**config.mk**
```make
export PLATFORM = sky130hd
export DESIGN_NAME = ecmb_mailbox
export DESIGN_NICKNAME = d
export VERILOG_FILES = /design/src/rtl/ecmb_pkg.sv /design/src/rtl/ecmb_lane_seq.sv /design/src/rtl/ecmb_flags.sv /design/src/rtl/ecmb_mailbox.sv
export SDC_FILE = /design/constraint.sdc
export NUM_CORES = 1
export LEC_CHECK = 0
export ABC_CLOCK_PERIOD_IN_PS = 4700
export BUFFER_PORTS_ARGS = -buffer_cell sky130_fd_sc_hd__buf_2
export CAP_MARGIN = 25
export CORE_ASPECT_RATIO = 1.2
export CORE_UTILIZATION = 63
export CTS_BUF_LIST = sky130_fd_sc_hd__clkbuf_16
export CTS_CLUSTER_DIAMETER = 200
export CTS_CLUSTER_SIZE = 25
export DETAILED_ROUTE_END_ITERATION = 8
export PLACE_DENSITY = 0.85
export RECOVER_POWER = 100
export SLEW_MARGIN = 40
export SYNTH_ARGS = -nofsm -noshare
export SYNTH_HDL_FRONTEND = slang
export SYNTH_HIERARCHICAL = 1
export SYNTH_SLANG_ARGS = --single-unit
export TNS_END_PERCENT = 50
```
**constraint.sdc**
```tcl
create_clock -name clk -period 4.7 [get_ports clk]
set_input_delay 0.47 -clock clk [delete_from_list [all_inputs] [get_ports clk]]
set_output_delay 0.47 -clock clk [all_outputs]
set_load 0.005 [all_outputs]
```
**src/rtl/ecmb_pkg.sv**
```systemverilog
package ecmb_pkg;

    localparam int BYTE_W = 8;

    typedef enum logic {
        SEQ_HOME,
        SEQ_FILL
    } seq_state_e;

    // status byte positions
    localparam int ST_OBF   = 0;
    localparam int ST_IBF   = 1;
    localparam int ST_CMD   = 3;
    localparam int ST_BURST = 4;
    localparam int ST_SCI   = 5;
    localparam int ST_SMI   = 6;

    // control byte positions
    localparam int CT_WIDE  = 0;
    localparam int CT_BURST = 1;
    localparam int CT_SCI   = 5;
    localparam int CT_SMI   = 6;

    function automatic logic [BYTE_W-1:0] pack_status(
        input logic obf, input logic ibf, input logic cmd,
        input logic burst, input logic sci, input logic smi);
        logic [BYTE_W-1:0] s;
        s = '0;
        s[ST_OBF]   = obf;
        s[ST_IBF]   = ibf;
        s[ST_CMD]   = cmd;
        s[ST_BURST] = burst;
        s[ST_SCI]   = sci;
        s[ST_SMI]   = smi;
        return s;
    endfunction

endpackage

```
**src/rtl/ecmb_lane_seq.sv**
```systemverilog
module ecmb_lane_seq
    import ecmb_pkg::*;
#(
    parameter int LANES = 4,
    localparam int IDX_W = (LANES > 1) ? $clog2(LANES) : 1
) (
    input  logic             clk,
    input  logic             rst_n,
    input  logic             wide,
    input  logic             step,
    input  logic             restart,
    output logic [IDX_W-1:0] idx,
    output logic             last
);

    localparam logic [IDX_W-1:0] TOP_IDX = IDX_W'(LANES - 1);

    seq_state_e       state_q, state_d;
    logic [IDX_W-1:0] idx_q, idx_d;

    always_ff @(posedge clk or negedge rst_n) begin
        if (!rst_n) begin
            state_q <= SEQ_HOME;
            idx_q   <= '0;
        end else begin
            state_q <= state_d;
            idx_q   <= idx_d;
        end
    end

    always_comb begin
        state_d = state_q;
        idx_d   = idx_q;
        unique case (state_q)
            SEQ_HOME: begin
                idx_d = '0;
                if (!restart && step && wide && (LANES > 1)) begin
                    state_d = SEQ_FILL;
                    idx_d   = IDX_W'(1);
                end
            end
            SEQ_FILL: begin
                if (restart || !wide) begin
                    state_d = SEQ_HOME;
                    idx_d   = '0;
                end else if (step) begin
                    if (idx_q == TOP_IDX) begin
                        state_d = SEQ_HOME;
                        idx_d   = '0;
                    end else begin
                        idx_d = idx_q + IDX_W'(1);
                    end
                end
            end
            default: begin
                state_d = SEQ_HOME;
                idx_d   = '0;
            end
        endcase
    end

    always_comb begin
        idx  = idx_q;
        last = step && (!wide || (idx_q == TOP_IDX));
    end


    legacy_home_chk: assert property (@(posedge clk) disable iff (!rst_n)
        (!wide) |=> (idx == '0));


    restart_home_chk: assert property (@(posedge clk) disable iff (!rst_n)
        restart |=> (idx == '0));

endmodule

```
**src/rtl/ecmb_flags.sv**
```systemverilog
module ecmb_flags (
    input  logic clk,
    input  logic rst_n,
    input  logic ibf_set,
    input  logic ibf_clr,
    input  logic obf_set,
    input  logic obf_clr,
    input  logic cmd_set,
    input  logic cmd_clr,
    output logic ibf,
    output logic obf,
    output logic cmd,
    output logic irq_ibf,
    output logic irq_obf
);

    logic ibf_q, obf_q, cmd_q;
    logic ibf_d1, obf_d1;

    always_ff @(posedge clk or negedge rst_n) begin
        if (!rst_n) begin
            ibf_q  <= 1'b0;
            obf_q  <= 1'b0;
            cmd_q  <= 1'b0;
            ibf_d1 <= 1'b0;
            obf_d1 <= 1'b0;
        end else begin
            if (ibf_set)      ibf_q <= 1'b1;
            else if (ibf_clr) ibf_q <= 1'b0;
            if (obf_set)      obf_q <= 1'b1;
            else if (obf_clr) obf_q <= 1'b0;
            if (cmd_set)      cmd_q <= 1'b1;
            else if (cmd_clr) cmd_q <= 1'b0;
            ibf_d1 <= ibf_q;
            obf_d1 <= obf_q;
        end
    end

    always_comb begin
        ibf     = ibf_q;
        obf     = obf_q;
        cmd     = cmd_q;
        irq_ibf = ibf_q && !ibf_d1;
        irq_obf = obf_d1 && !obf_q;
    end


    ibf_pulse_single_chk: assert property (@(posedge clk) disable iff (!rst_n)
        irq_ibf |=> !irq_ibf);


    obf_pulse_single_chk: assert property (@(posedge clk) disable iff (!rst_n)
        irq_obf |=> !irq_obf);


    ibf_pulse_cause_chk: assert property (@(posedge clk) disable iff (!rst_n)
        (!ibf && ibf_set) |=> irq_ibf);


    obf_pulse_cause_chk: assert property (@(posedge clk) disable iff (!rst_n)
        (obf && obf_clr && !obf_set) |=> irq_obf);

endmodule

```
**src/rtl/ecmb_mailbox.sv**
```systemverilog
module ecmb_mailbox
    import ecmb_pkg::*;
#(
    parameter int LANES  = 4,
    parameter int ADDR_W = 4
) (
    input  logic              clk,
    input  logic              rst_n,
    input  logic              host_sel,
    input  logic              host_wr,
    input  logic              host_rd,
    input  logic [BYTE_W-1:0] host_wdata,
    output logic [BYTE_W-1:0] host_rdata,
    input  logic [ADDR_W-1:0] ctl_addr,
    input  logic              ctl_wr,
    input  logic              ctl_rd,
    input  logic [BYTE_W-1:0] ctl_wdata,
    output logic [BYTE_W-1:0] ctl_rdata,
    output logic              irq_ibf,
    output logic              irq_obf
);

    localparam int IDX_W    = (LANES > 1) ? $clog2(LANES) : 1;
    localparam int IN_BASE  = 0;
    localparam int OUT_BASE = LANES;
    localparam int STAT_OFS = 2 * LANES;
    localparam int CTRL_OFS = 2 * LANES + 1;

    logic [LANES-1:0][BYTE_W-1:0] in_q, out_q;
    logic                         wide_q, burst_q, sci_q, smi_q;
    logic                         ibf, obf, cmd;
    logic [IDX_W-1:0]             w_idx, r_idx;
    logic                         w_last, r_last;
    logic [LANES-1:0]             out_hit;
    logic                         host_data_wr, host_cmd_wr, host_data_rd;
    logic                         ctrl_wr, in0_rd;
    logic [BYTE_W-1:0]            status;

    always_comb begin
        host_data_wr = host_wr && !host_sel;
        host_cmd_wr  = host_wr &&  host_sel;
        host_data_rd = host_rd && !host_sel;
        ctrl_wr      = ctl_wr && (ctl_addr == ADDR_W'(CTRL_OFS));
        in0_rd       = ctl_rd && (ctl_addr == ADDR_W'(IN_BASE));
    end

    for (genvar g = 0; g < LANES; g++) begin : g_out_dec
        assign out_hit[g] = ctl_wr && (ctl_addr == ADDR_W'(OUT_BASE + g));
    end

    ecmb_lane_seq #(.LANES(LANES)) u_wseq (
        .clk(clk), .rst_n(rst_n), .wide(wide_q),
        .step(host_data_wr), .restart(host_cmd_wr || ctrl_wr),
        .idx(w_idx), .last(w_last)
    );

    ecmb_lane_seq #(.LANES(LANES)) u_rseq (
        .clk(clk), .rst_n(rst_n), .wide(wide_q),
        .step(host_data_rd), .restart(out_hit[0] || ctrl_wr),
        .idx(r_idx), .last(r_last)
    );

    ecmb_flags u_flags (
        .clk(clk), .rst_n(rst_n),
        .ibf_set(host_cmd_wr || (host_data_wr && w_last)),
        .ibf_clr(in0_rd),
        .obf_set(out_hit[0]),
        .obf_clr(host_data_rd && r_last),
        .cmd_set(host_cmd_wr),
        .cmd_clr(host_data_wr),
        .ibf(ibf), .obf(obf), .cmd(cmd),
        .irq_ibf(irq_ibf), .irq_obf(irq_obf)
    );

    always_ff @(posedge clk or negedge rst_n) begin
        if (!rst_n) begin
            in_q  <= '0;
            out_q <= '0;
        end else begin
            for (int i = 0; i < LANES; i++) begin
                if ((host_data_wr && (w_idx == IDX_W'(i))) || (host_cmd_wr && (i == 0)))
                    in_q[i] <= host_wdata;
                if (out_hit[i])
                    out_q[i] <= ctl_wdata;
            end
        end
    end

    always_ff @(posedge clk or negedge rst_n) begin
        if (!rst_n) begin
            wide_q  <= 1'b0;
            burst_q <= 1'b0;
            sci_q   <= 1'b0;
            smi_q   <= 1'b0;
        end else if (ctrl_wr) begin
            wide_q  <= ctl_wdata[CT_WIDE];
            burst_q <= ctl_wdata[CT_BURST];
            sci_q   <= ctl_wdata[CT_SCI];
            smi_q   <= ctl_wdata[CT_SMI];
        end
    end

    always_comb begin
        status     = pack_status(obf, ibf, cmd, burst_q, sci_q, smi_q);
        host_rdata = host_sel ? status : out_q[r_idx];
        ctl_rdata  = '0;
        if (ctl_addr < ADDR_W'(OUT_BASE)) begin
            ctl_rdata = in_q[ctl_addr[IDX_W-1:0]];
        end else if (ctl_addr < ADDR_W'(STAT_OFS)) begin
            ctl_rdata = out_q[ctl_addr[IDX_W-1:0]];
        end else if (ctl_addr == ADDR_W'(STAT_OFS)) begin
            ctl_rdata = status;
        end else if (ctl_addr == ADDR_W'(CTRL_OFS)) begin
            ctl_rdata[CT_WIDE]  = wide_q;
            ctl_rdata[CT_BURST] = burst_q;
            ctl_rdata[CT_SCI]   = sci_q;
            ctl_rdata[CT_SMI]   = smi_q;
        end
    end


    data_write_flags_chk: assert property (@(posedge clk) disable iff (!rst_n)
        (host_data_wr && !wide_q && !ctrl_wr) |=> (ibf && !cmd));


    cmd_write_flags_chk: assert property (@(posedge clk) disable iff (!rst_n)
        host_cmd_wr |=> (cmd && ibf));


    ibf_clear_chk: assert property (@(posedge clk) disable iff (!rst_n)
        (in0_rd && !host_wr) |=> !ibf);


    obf_set_chk: assert property (@(posedge clk) disable iff (!rst_n)
        out_hit[0] |=> obf);


    host_keeps_out_chk: assert property (@(posedge clk) disable iff (!rst_n)
        (!ctl_wr) |=> $stable(out_q));


    ctl_keeps_in_chk: assert property (@(posedge clk) disable iff (!rst_n)
        (!host_wr) |=> $stable(in_q));

endmodule

```
=== Yosys cells after proc, flatten, opt, wreduce, memory -nomap -nowiden ===
Index checks and enable logic that the tools add are counted.

* Register bits: 79
* Word-level logic and storage cells: 123
* Input port bits: 27
* Output and inout port bits: 18

* $lt $le $gt $ge: 4
* $add $sub $neg: 2
* Eq/ne operators: 12
* Reduce and logical (&&, ||, !) cells: 42
* Mux-type cells: 40
* Bitwise gates (word level): 2

{| class="wikitable"
|+ Operators by type and width
! cell !! number
|-
| $bmux W8 S2 || 3
|-
| $mux W8 || 6
|-
| $logic_and A1 B1 Y1 || 23
|-
| $mux W2 || 10
|-
| $eq A4 B3 Y1 const B || 4
|-
| $mux W1 || 16
|-
| $eq A4 B4 Y1 const B || 2
|-
| $logic_or A1 B1 Y1 || 8
|-
| $pmux W2 S2 || 2
|-
| $eq A2 B2 Y1 const B || 3
|-
| $logic_not A1 Y1 || 6
|-
| $lt A2 B3 Y1 const B || 2
|-
| $ne A3 B3 Y1 const B || 2
|-
| $reduce_bool A2 Y1 || 3
|-
| $add A2 B1 Y2 const B || 2
|-
| $logic_not A4 Y1 || 1
|-
| $lt A4 B3 Y1 const B || 1
|-
| $lt A4 B4 Y1 const B || 1
|-
| $pmux W1 S2 || 2
|-
| $mux W3 || 1
|-
| $eq A2 B1 Y1 const B || 1
|-
| $logic_not A2 Y1 || 1
|-
| $not A1 Y1 || 2
|}

=== Logic depth before layout (Yosys ltp) ===
Gate-level depths: netlist of run 1.

* Word-level depth: 8
* Depth in mapped cells: 7
* Depth with buffers taken out: 6

=== Hierarchy ===
Netlist of run 1, hierarchy kept.

{| class="wikitable"
|+ Modules (own cells, without submodules)
! module !! instances !! area each (µm²) !! cells each !! seq. area each (µm²)
|-
| ecmb_mailbox || 1 || 3572.2 || 227 || 1701.6
|-
| ecmb_lane_seq || 2 || 163.9 || 15 || 75.1
|-
| ecmb_flags || 1 || 171.4 || 13 || 125.1
|}

=== Worst setup path before layout of run 1 ===
No wires, ideal clock.

* Kind: in2out
* Start point: in ctl_addr[1]
* End point: out ctl_rdata[0]
* Data required time: 4230 ps
* Path buffers: 2
* Cell stages on the path: 5
* Path slack: 2749 ps
* Arrival: 1481 ps
* Cell sequence: buf_2 clkbuf_1 mux4_2 a22oi_1 o31ai_1

* Cells in the longest elaborated chain, start to end: 5
* Elaborated cells between the ends (all ways): 12
* Classes of those cells: 2 x order compare; 2 x eq/ne; 8 x mux

{| class="wikitable"
|+ RTL lines
! element !! line !! RTL
|-
| start: declaration || ecmb_mailbox.sv:14 || <nowiki>input logic [ADDR_W-1:0] ctl_addr,</nowiki>
|-
| $eq A4 B4 Y1 || ecmb_mailbox.sv:113 || <nowiki>end else if (ctl_addr == ADDR_W'(CTRL_OFS)) begin</nowiki>
|-
| $mux W2 || ecmb_mailbox.sv:113 ||
|-
| $mux W2 || ecmb_mailbox.sv:111 || <nowiki>end else if (ctl_addr == ADDR_W'(STAT_OFS)) begin</nowiki>
|-
| $mux W8 || ecmb_mailbox.sv:109 || <nowiki>end else if (ctl_addr < ADDR_W'(STAT_OFS)) begin</nowiki>
|-
| $mux W8 (*) || ecmb_mailbox.sv:107 || <nowiki>if (ctl_addr < ADDR_W'(OUT_BASE)) begin</nowiki>
|-
| end: declaration || ecmb_mailbox.sv:18 || <nowiki>output logic [BYTE_W-1:0] ctl_rdata,</nowiki>
|}

Mark *: on every way between the ends. The rest lies on a longest branch, timed or not. The select of a mux whose other input is x is not followed.

=== Worst setup path after layout of run 1 ===
* Start point: in ctl_addr[0]
* End point: out ctl_rdata[3]

* Cells in the longest elaborated chain, start to end: 4
* Elaborated cells between the ends (all ways): 10
* Classes of those cells: 2 x order compare; 1 x eq/ne; 7 x mux

{| class="wikitable"
|+ RTL lines
! element !! line
|-
| branches (longest 3 deep; another with $lt A4 B4 Y1) || -
|-
| $mux W8 (*) || ecmb_mailbox.sv:107
|}

Every way passes the cells marked *. The select of a mux whose other input is x is not followed.

==> metrics.txt, run 1 <==
data arrival time of the critical path=between 2 and 3 ns; Max-Cap Viols=1; register area share after synthesis=0.486; RSZ-0062 raised after global routing=false; hold buffer count at cts=0; Clk Latency, worst-skew pair=approximately 0.34 ns; vias in the first global route=about 2700; H-tree Lvls=3; initial antenna violation count=0; VDD IR max=approximately 0.25 mV; clock skew=0.00422 ns; Overflow after GRT=0; first-pass GRT wire length=about 14 mm; HPWL after detailed placement=between 5 and 6 mm; number of port buffers=44; P_int=~1.4 mW; run status=finished, violations left; Switching Fraction=0.254; FF+latch count, synth=79; CTS tree=built; Post-route DRC=0; CP Capture Type=output pin; post-layout min period=3.37 ns; Cell Rows=31; Mapped Cells=270; fillers=437; critical path type=in -> out; Hold Path Class=in -> async; sequential share of power=0.451; Synth Warn #=6; CP required=between 4 and 5 ns; largest net degree at the start of global routing=80; antenna cells=0; mux cell area share after synthesis=0.367; final-report hold violation count=0; Power Density=~430 nW/um^2; slew margin rel.=-0.187; post-route setup TNS=0 ns; fin. max-slew vios=24; total CTS buffers=9; post-synthesis adder-cell area fraction=0.00615; sw power=roughly 490 uW; share of cells above drive strength 1=0.421; Clk pwr share=0.387; startpoint types=primary input; io pins=45; Wirelength per Cell=roughly 22 um; Die Y-Extent=90.1 um; Leakage=slightly above 2 nW; area fraction in compound gates after synthesis=0.0403; Core Footprint=just over 6000 sq um; Finish-stage setup viols=0; setup bufs post-CTS=0; post_cts resized=0; GRT Overall Usage=0.298; largest family of logic cells by synthesized area=multiplexers; async set or reset register ratio after synthesis=1.00; via/cell ratio=~6.4; Worst-Margin Slew=~1.8 ns; remaining antenna violation count=0; Starting DRT DRC Count=289; First-pass DRT Iterations=4; Mapped Area=just over 4000 sq um; total power=about 1.9 mW; CTS Sinks=79; nets=340; maximum clock frequency=between 200 and 300 MHz; Longest Clk Path Bufs=2; starting density of the core=0.664; simple-gate portion of the synthesized area=0.0719; Post-Synth XOR/XNOR Area=0; final wirelength=8.80 mm; die area=a little under 7000 sq um; Synth Net Count=~300; Via Count=2563; ys flop type=dfrtp_1; Layout area overhead=10.9%; CP max FO=23; Worst-path clk slew=roughly 0.060 ns; Root Driver=clkbuf_16; die width=75.4 um; Yosys cell types=38; fin crit share=0.717; RePlAce Congestion=between 0.8 and 0.9; failing checks=max-capacitance violations, max-slew violations; Avg Cell Area, Syn=roughly 15 sq um; Post-synth EDFFs=0; worst r2r path cells=3; Comb pwr share=0.162
-- worst max-delay path: stages --
cell and delay (ns):
clkbuf_1 1.25, mux4_2 0.66, a22oi_1 0.21, o21ai_0 0.15, clkbuf_1 0.13
-- layer usage --
metal | track usage | vias up | part of all wire
li1 | - | 1109 | -
met2 | 0.460 | 101 | 0.51
met3 | 0.0482 | 31 | 0.046
met1 | 0.400 | 1322 | 0.40
met5 | 0 | - | 0
met4 | 0.164 | 0 | 0.044
-- cell usage after synthesis, types with 2 or more instances --
| master | count | area share |
|---|---|---|
| o21ai_1 | 2 | 0.0025 |
| buf_6 | 5 | 0.014 |
| clkbuf_1 | 3 | 0.0028 |
| nor3b_2 | 2 | 0.0061 |
| or2_2 | 2 | 0.0031 |
| nand2b_1 | 5 | 0.0077 |
| inv_1 | 5 | 0.0046 |
| a21o_1 | 3 | 0.0055 |
| a21boi_0 | 2 | 0.0037 |
| and3_1 | 2 | 0.0031 |
| nand2_1 | 2 | 0.0018 |
| and3_2 | 2 | 0.0037 |
| o211a_1 | 2 | 0.0049 |
| mux2_4 | 16 | 0.059 |
| and4b_1 | 2 | 0.0049 |
| nor2b_1 | 5 | 0.0077 |
| dfrtp_1 | 79 | 0.49 |
| a22oi_1 | 6 | 0.011 |
| mux2_2 | 58 | 0.16 |
| and2_1 | 2 | 0.0031 |
| a21oi_1 | 2 | 0.0025 |
| o21ai_0 | 2 | 0.0025 |
| o31ai_1 | 2 | 0.0037 |
| nor2_1 | 8 | 0.0074 |
| buf_2 | 5 | 0.0061 |
| and3b_1 | 2 | 0.0043 |
| nor3_1 | 4 | 0.0049 |
| ha_1 | 2 | 0.0061 |
| mux4_2 | 24 | 0.13 |
| mux2i_1 | 6 | 0.015 |
-- power groups by stage --
stage | logic (mW) | clock network (mW) | registers, mW
final | 0.312 | 0.746 | 0.868
after global routing | 0.340 | 0.781 | 0.883
after CTS | 0.346 | 0.750 | 0.870
after detailed placement | 0.340 | 0 | 0.880
after global placement | 0.328 | 0 | 0.871
after floorplan | 0.254 | 0 | 0.846
-- metrics by stage --
| step | instances | setup slack (ns) | area (sq um) | util | hold WS (ns) |
|---|---|---|---|---|---|
| 2_1_floorplan | 270 | 2.75 | 4070 | - | 0.174 |
| 3_3_place_gp | 382 | 2.11 | 4300 | 0.701 | 0.429 |
| 3_5_place_dp | 382 | 2.03 | 4300 | 0.702 | 0.455 |
| 4_1_cts | 398 | 2.02 | 4620 | 0.754 | 0.193 |
| 5_1_grt | 398 | 1.07 | 4520 | 0.737 | 0.225 |
| 6_report | 398 | 1.33 | 4520 | 0.737 | 0.152 |
-- cell type report --
cell class	instances	area, sq um	area share
inverters	5	18.8	0.00416
multi-input cells	172	1880	0.417
flip-flops and latches	79	1980	0.438
clock buffers	9	225	0.0499
repair buffers	44	210	0.0466
well taps	82	103	0.0227
clock inverters	7	97.6	0.0216
-- worst paths after layout --
check | end | slack (ns) | startpoint
setup / recovery | ctl_rdata[3] | 1.33 | ctl_addr[0]
hold / removal | out_q[17] | 0.15 | rst_n
setup reg to reg | in_q[0] | 2.67 | u_wseq/idx[0]
hold reg to reg | u_flags/obf_d1 | 0.47 | u_flags/obf
max in group asynchronous | out_q[13] | 4.05 | rst_n
min in group clk | out_q[20] | 0.41 | ctl_wdata[4]
-- placed cells by master (no fill, tap or decap), types with 2 or more instances in the layout --
cell       instances
o21ai_0            5
bufinv_16          2
ha_1               2
inv_1              5
and3b_1            2
mux2_2            58
dfrtp_1           79
mux4_2            24
clkbuf_16          9
nor2b_1            6
nor3_1             4
and3_1             2
buf_2             27
clkinv_4           3
and4b_1            2
a21boi_0           2
mux2_1            16
or2_2              2
a21o_1             3
nor3b_1            2
clkbuf_1          13
clkbuf_2           3
and2_1             2
mux2i_1            6
nand2_1            2
and3_2             2
a21oi_1            2
a22oi_1            6
nor2_1             8
o211a_1            2
o31ai_1            2
nand2b_1           5
-- state kept, by name (all words and copies together), names as in the netlist --
register        flops
burst_q             1
in_q               32
out_q              32
sci_q               1
smi_q               1
u_flags/cmd         1
u_flags/ibf         1
u_flags/ibf_d1      1
u_flags/obf         1
u_flags/obf_d1      1
u_rseq/idx          2
u_rseq/state_q      1
u_wseq/idx          2
u_wseq/state_q      1
wide_q              1
-- kinds of logic (layout without fill, tap and decap cells) --
| logic type | count (synthesis) | after routing |
|---|---|---|
| AOI/OAI and AO/OA | 23 | 23 |
| buffers and inverters | 19 | 65 |
| DFF | 79 | 79 |
| adders and majority gates | 2 | 2 |
| muxes | 104 | 104 |
| and+or+nand+nor | 43 | 43 |
Note: power is estimated with default switching activity, not from simulation.
==> inputs of run 2 (changes only) <==
--- a/config.mk
+++ b/config.mk
@@ -5,16 +5,16 @@
 export SDC_FILE = /design/constraint.sdc
 export NUM_CORES = 1
 export LEC_CHECK = 0
-export ABC_CLOCK_PERIOD_IN_PS = 4700
+export ABC_CLOCK_PERIOD_IN_PS = 3300
 export BUFFER_PORTS_ARGS = -buffer_cell sky130_fd_sc_hd__buf_2
 export CAP_MARGIN = 25
 export CORE_ASPECT_RATIO = 1.2
-export CORE_UTILIZATION = 63
+export CORE_UTILIZATION = 59
 export CTS_BUF_LIST = sky130_fd_sc_hd__clkbuf_16
 export CTS_CLUSTER_DIAMETER = 200
 export CTS_CLUSTER_SIZE = 25
 export DETAILED_ROUTE_END_ITERATION = 8
-export PLACE_DENSITY = 0.85
+export PLACE_DENSITY = 0.8
 export RECOVER_POWER = 100
 export SLEW_MARGIN = 40
 export SYNTH_ARGS = -nofsm -noshare
==> constraint.sdc (replaced) <==
create_clock -name clk -period 3.3 [get_ports clk]
set_input_delay 0.33 -clock clk [delete_from_list [all_inputs] [get_ports clk]]
set_output_delay 0.33 -clock clk [all_outputs]
set_load 0.005 [all_outputs]
==> metrics.txt, run 2 (same netlist as run 1, synthesis figures left out) <==
run status=finished, violations left (unchanged); failing checks=max-capacitance violations, max-slew violations (unchanged); Wirelength per Cell=21.6 um (was 22.1 um); post-layout min period=2.52 ns; number of port buffers=44 (unchanged); via/cell ratio=6.26 (was 6.44); Worst-Margin Slew=1.92 ns (was 1.78 ns); GRT Overall Usage=0.268 (was 0.298); CP max stage delay=0.93 ns (was 1.25 ns); CP required=2.97 ns (was 4.23 ns); Clk pwr share=0.377 (was 0.387); First-pass DRT Iterations=4 (unchanged); Cell Area, Placed=4310 sq um (was 4300 sq um); setup bufs post-CTS=0 (unchanged); sequential share of power=0.462 (was 0.451); footprint of the multi-input gates=1890 sq um (was 1880 sq um); Final Instance Area=4510 sq um (was 4520 sq um); antenna cells=0 (unchanged); Die Y-Extent=93 um (was 90.1 um); Power Density=600 nW/um^2 (was 427 nW/um^2); io pins=45 (unchanged); Core Footprint=6570 sq um (was 6130 sq um); Starting DRT DRC Count=170 (was 289); CTS Sinks=79 (unchanged); Layout area overhead=10.7% (was 10.9%); Longest Clk Path Bufs=2 (unchanged); post-route setup TNS=0 ns (unchanged); share of cells above drive strength 1=0.416 (was 0.421); final wirelength=8.69 mm (was 8.80 mm); P_int=2.04 mW (was 1.44 mW); worst hold margin=0.252 ns (was 0.152 ns); hold buffer count at cts=0 (unchanged); Comb pwr share=0.161 (was 0.162); Root Driver=clkbuf_16 (unchanged); most frequent cells in the layout=dfrtp_1, mux2_2, buf_2, mux4_2, mux2_1 (unchanged); remaining antenna violation count=0 (unchanged); Via Count=2516 (was 2563); vias in the first global route=2607 (was 2671); flop-to-flop setup slack=1.12 ns (was 2.67 ns); first-pass GRT wire length=14.1 mm (was 14.4 mm); RePlAce Congestion=0.747 (was 0.819); Clk Latency, worst-skew pair=0.33 ns (was 0.34 ns); Leakage=2.06 nW (was 2.04 nW); CP Buf/Inv Count=2 (unchanged); CTS tree=built (unchanged); Hold Path Class=in -> reg (was in -> async); worst reg2reg path startpoint=u_wseq/idx[0] (unchanged); post_cts resized=0 (unchanged); final core occ=0.687 (was 0.737); Worst R2R End=in_q[1] (was in_q[0]); most common cell after layout, fill and taps aside=dfrtp_1 (unchanged); VDD IR max=0.315 mV (was 0.248 mV); RSZ-0062 raised after global routing=false (unchanged); Max-Cap Viols=1 (unchanged); die width=77.8 um (was 75.4 um); maximum clock frequency=396 MHz; worst r2r path cells=3 (unchanged); Worst-path clk slew=0.06 ns (about the same); clock skew=0.00406 ns (was 0.00422 ns); starting density of the core=0.620 (was 0.664); die area=7240 sq um (was 6790 sq um); Crit path max-delay family=buffers and inverters (unchanged); sw power=668 uW (was 490 uW); initial antenna violation count=0 (unchanged); fin crit share=0.765; fillers=502 (was 437); data arrival time of the critical path=2.19 ns (was 2.90 ns); final-report hold violation count=0 (unchanged); fin. max-slew vios=80 (was 24); critical path type=in -> out (unchanged); Stages on worst setup path=5 (unchanged); Finish-stage setup viols=0 (unchanged); total CTS buffers=9 (unchanged); total power=2.70 mW (was 1.93 mW); Overflow after GRT=0 (unchanged); largest net degree at the start of global routing=80 (unchanged); CP Capture Type=output pin (unchanged); CP max FO=25 (was 23); startpoint types=primary input (unchanged); Cell Rows=32 (was 31); slew margin rel.=-0.283 (was -0.187); H-tree Lvls=3 (unchanged); Post-route DRC=0 (unchanged); FF+latch area=1980 sq um (unchanged); CP Cell Sequence=clkbuf_1, mux4_2, a22oi_1, o21ai_0, buf_2 (was clkbuf_1, mux4_2, a22oi_1, o21ai_0, clkbuf_1); Switching Fraction=0.247 (was 0.254); leading registers by flop count=in_q x32, out_q x32 (unchanged); slowest stage cell, crit path=clkbuf_1 (unchanged); HPWL after detailed placement=5.77 mm (was 5.84 mm); Worst setup startpoint=ctl_addr[1] (was ctl_addr[0]); crit path to=ctl_rdata[6] (was ctl_rdata[3]); nets=341 (was 340)
[run 2: changes by cell type in the layout (fill, tap and decap cells not counted)]
| cell | change |
|---|---|
| clkinvlp_4 | -1 |
| mux2_4 | +1 |
| mux2_2 | -3 |
| clkinv_4 | -3 |
| mux2_1 | +2 |
| clkbuf_1 | -3 |
| clkinv_1 | +1 |
| clkbuf_2 | +2 |
| buf_2 | +3 |
| inv_1 | +2 |
| buf_6 | -1 |
| clkinv_2 | +1 |
[run 2: through the flow]
stage / worst slack (ns) / std cells
final: 0.775 / 402
after detailed placement: 0.967 / 386
after floorplan: 1.57 / 270
after global placement: 1.01 / 386
after global routing: 0.647 / 402
after CTS: 0.823 / 402
[run 2: how the worst min path moves through the flow]
stage / from / to / slack, ns / cells past startpoint
final: ctl_wdata[3] / out_q[11] / 0.25 / 2
after global routing: ctl_wdata[3] / out_q[19] / 0.27 / 2
after CTS: rst_n / u_wseq/idx[0] / 0.07 / 1
after detailed placement: rst_n / u_wseq/state_q / 0.41 / 1
after global placement: u_flags/ibf / u_flags/ibf_d1 / 0.44 / 0
after floorplan: rst_n / burst_q / 0.03 / 0
[run 2: layout make-up]
type / count / area share
well taps: 85 / 0.0236
flip-flops and latches: 79 / 0.439
clock buffers: 9 / 0.0500
inverters: 5 / 0.00416
multi-input cells: 172 / 0.419
repair buffers: 45 / 0.0472
clock inverters: 7 / 0.0178
[run 2: power groups by stage]
stage	sequential, mW	clock [mW]	combinational, mW
floorplan	1.20	0	0.362
global placement	1.25	0	0.465
detailed placement	1.26	0	0.478
CTS	1.25	1.03	0.483
global route	1.27	1.06	0.475
finish	1.25	1.02	0.436
[run 2: metal layers]
| metal | track usage | part of all wire | vias to the layer above |
|---|---|---|---|
| met1 | 0.367 | 0.43 | 1323 |
| met3 | 0.0322 | 0.041 | 14 |
| li1 | - | - | 1101 |
| met5 | 0 | 0 | - |
| met4 | 0.115 | 0.018 | 0 |
| met2 | 0.437 | 0.51 | 78 |
==> inputs of run 3 (changes only) <==
--- a/config.mk
+++ b/config.mk
@@ -5,16 +5,16 @@
 export SDC_FILE = /design/constraint.sdc
 export NUM_CORES = 1
 export LEC_CHECK = 0
-export ABC_CLOCK_PERIOD_IN_PS = 3300
+export ABC_CLOCK_PERIOD_IN_PS = 2300
 export BUFFER_PORTS_ARGS = -buffer_cell sky130_fd_sc_hd__buf_2
 export CAP_MARGIN = 25
 export CORE_ASPECT_RATIO = 1.2
-export CORE_UTILIZATION = 59
+export CORE_UTILIZATION = 53
 export CTS_BUF_LIST = sky130_fd_sc_hd__clkbuf_16
 export CTS_CLUSTER_DIAMETER = 200
 export CTS_CLUSTER_SIZE = 25
 export DETAILED_ROUTE_END_ITERATION = 8
-export PLACE_DENSITY = 0.8
+export PLACE_DENSITY = 0.76
 export RECOVER_POWER = 100
 export SLEW_MARGIN = 40
 export SYNTH_ARGS = -nofsm -noshare
==> constraint.sdc (replaced) <==
create_clock -name clk -period 2.3 [get_ports clk]
set_input_delay 0.23 -clock clk [delete_from_list [all_inputs] [get_ports clk]]
set_output_delay 0.23 -clock clk [all_outputs]
set_load 0.005 [all_outputs]
==> metrics.txt, run 3 (same netlist as run 1, synthesis figures left out) <==
run status=finished, final reports clean (was finished, violations left); Core Footprint=7360 sq um (was 6570 sq um); Clk Latency, worst-skew pair=0.33 ns (about the same); pre-CTS WS=0.499 ns (was 0.967 ns); slew margin rel.=0.176 (was -0.283); worst r2r path cells=3 (unchanged); Longest Clk Path Bufs=2 (unchanged); most frequent cells in the layout=dfrtp_1, mux2_2, buf_2, mux4_2, clkbuf_1 (was dfrtp_1, mux2_2, buf_2, mux4_2, mux2_1); H-tree Lvls=3 (unchanged); worst hold margin=0.163 ns (was 0.252 ns); final core occ=0.625 (was 0.687); data arrival time of the critical path=1.84 ns (was 2.19 ns); starting density of the core=0.553 (was 0.620); VDD IR max=0.596 mV (was 0.315 mV); FF+latch area=1980 sq um (unchanged); initial antenna violation count=0 (unchanged); fillers=616 (was 502); Max-Cap Viols=0 (was 1); Power Density=858 nW/um^2 (was 600 nW/um^2); die area=8040 sq um (was 7240 sq um); CP required=2.07 ns (was 2.97 ns); CP max FO=11 (was 25); Wirelength per Cell=20.8 um (was 21.6 um); nets=351 (was 341); maximum clock frequency=roughly 480 MHz; largest net degree at the start of global routing=46 (was 80); share of cells above drive strength 1=0.431 (was 0.416); die width=82.0 um (was 77.8 um); via/cell ratio=6.08 (was 6.26); leading registers by flop count=in_q x32, out_q x32 (unchanged); GRT Overall Usage=0.243 (was 0.268); Root Driver=clkbuf_16 (unchanged); Starting DRT DRC Count=147 (was 170); footprint of the multi-input gates=1880 sq um (was 1890 sq um); Final Instance Area=4600 sq um (was 4510 sq um); fin. max-slew vios=0 (was 80); first-pass GRT wire length=14.1 mm (about the same); final wirelength=8.67 mm (was 8.69 mm); fin crit share=0.900; HPWL after detailed placement=6.05 mm (was 5.77 mm); Hold Path Class=in -> reg (unchanged); Overflow after GRT=0 (unchanged); hold path depth=2 (unchanged); RSZ-0062 raised after global routing=false (unchanged); antenna cells=0 (unchanged); io pins=45 (unchanged); most common cell after layout, fill and taps aside=dfrtp_1 (unchanged); setup bufs post-CTS=0 (unchanged); startpoint types=register (was primary input); Via Count=2537 (was 2516); clock skew=0.00484 ns (was 0.00406 ns); CP Capture Type=output pin (unchanged); final-report hold violation count=0 (unchanged); CTS tree=built (unchanged); Leakage=2.08 nW (was 2.06 nW); Cell Rows=34 (was 32); RePlAce Congestion=0.817 (was 0.747); non-filler cells in the finished layout=417 (was 402); post-route setup TNS=0 ns (unchanged); Cell Area, Placed=4430 sq um (was 4310 sq um); Finish-stage setup viols=0 (unchanged); total power=3.95 mW (was 2.70 mW); total CTS buffers=9 (unchanged); First-pass DRT Iterations=4 (unchanged); Final WS setup=0.230 ns (was 0.775 ns); Post-route DRC=0 (unchanged); CTS Sinks=79 (unchanged); Worst-Margin Slew=1.22 ns (was 1.92 ns); number of port buffers=44 (unchanged); critical path type=reg -> out (was in -> out); remaining antenna violation count=0 (unchanged); Layout area overhead=13.1% (was 10.7%); vias in the first global route=2607 (unchanged); Worst-path clk slew=0.06 ns (about the same); post-layout min period=2.07 ns; Die Y-Extent=98.0 um (was 93 um); placed cells=400 (was 386)
-- run 3: report_power, final --
| part | switching (mW) | internal, mW | total [mW] |
|---|---|---|---|
| clock | 0.570 | 0.951 | 1.52 |
| combinational | 0.263 | 0.393 | 0.656 |
| sequential | 0.166 | 1.61 | 1.77 |
| total | 0.999 | 2.95 | 3.95 |
-- run 3: layout make-up --
cell class                      count  area share
Tap cell                           90      0.0245
Inverter                            5     0.00408
Clock buffer                        9      0.0489
Clock inverter                      7      0.0212
Sequential cell                    79       0.429
Timing Repair Buffer               55      0.0625
Multi-Input combinational cell    172       0.409
-- run 3: critical path, stage by stage, from the launching register on --
cell and delay [ns]:
dfrtp_1 0.33, buf_4 0.24, mux4_2 0.53, mux2_2 0.28
buf_2 0.13
-- run 3: worst paths after layout --
path / startpoint / endpoint / slack (ns)
max: u_rseq/idx[0] / host_rdata[4] / 0.23
min: host_wdata[6] / in_q[22] / 0.16
max reg2reg: u_wseq/idx[0] / in_q[5] / 0.32
min reg2reg: u_flags/obf / u_flags/obf_d1 / 0.46
max in group asynchronous: rst_n / out_q[20] / 0.51
min in group asynchronous: rst_n / u_rseq/idx[0] / 0.64
-- run 3: what timing repair did --
item	in CTS	in global routing
setup endpoints to repair	0	0
endpoints found under the hold margin	44	0
hold buffers	1	0
resized for setup	0	0
-- run 3: routing by layer --
layer	up-vias	wire length, um	GRT usage
met3	16	304	0.0383
met2	61	4470	0.391
met5	-	0	0
li1	1121	-	-
met1	1339	3700	0.322
met4	0	200	0.107
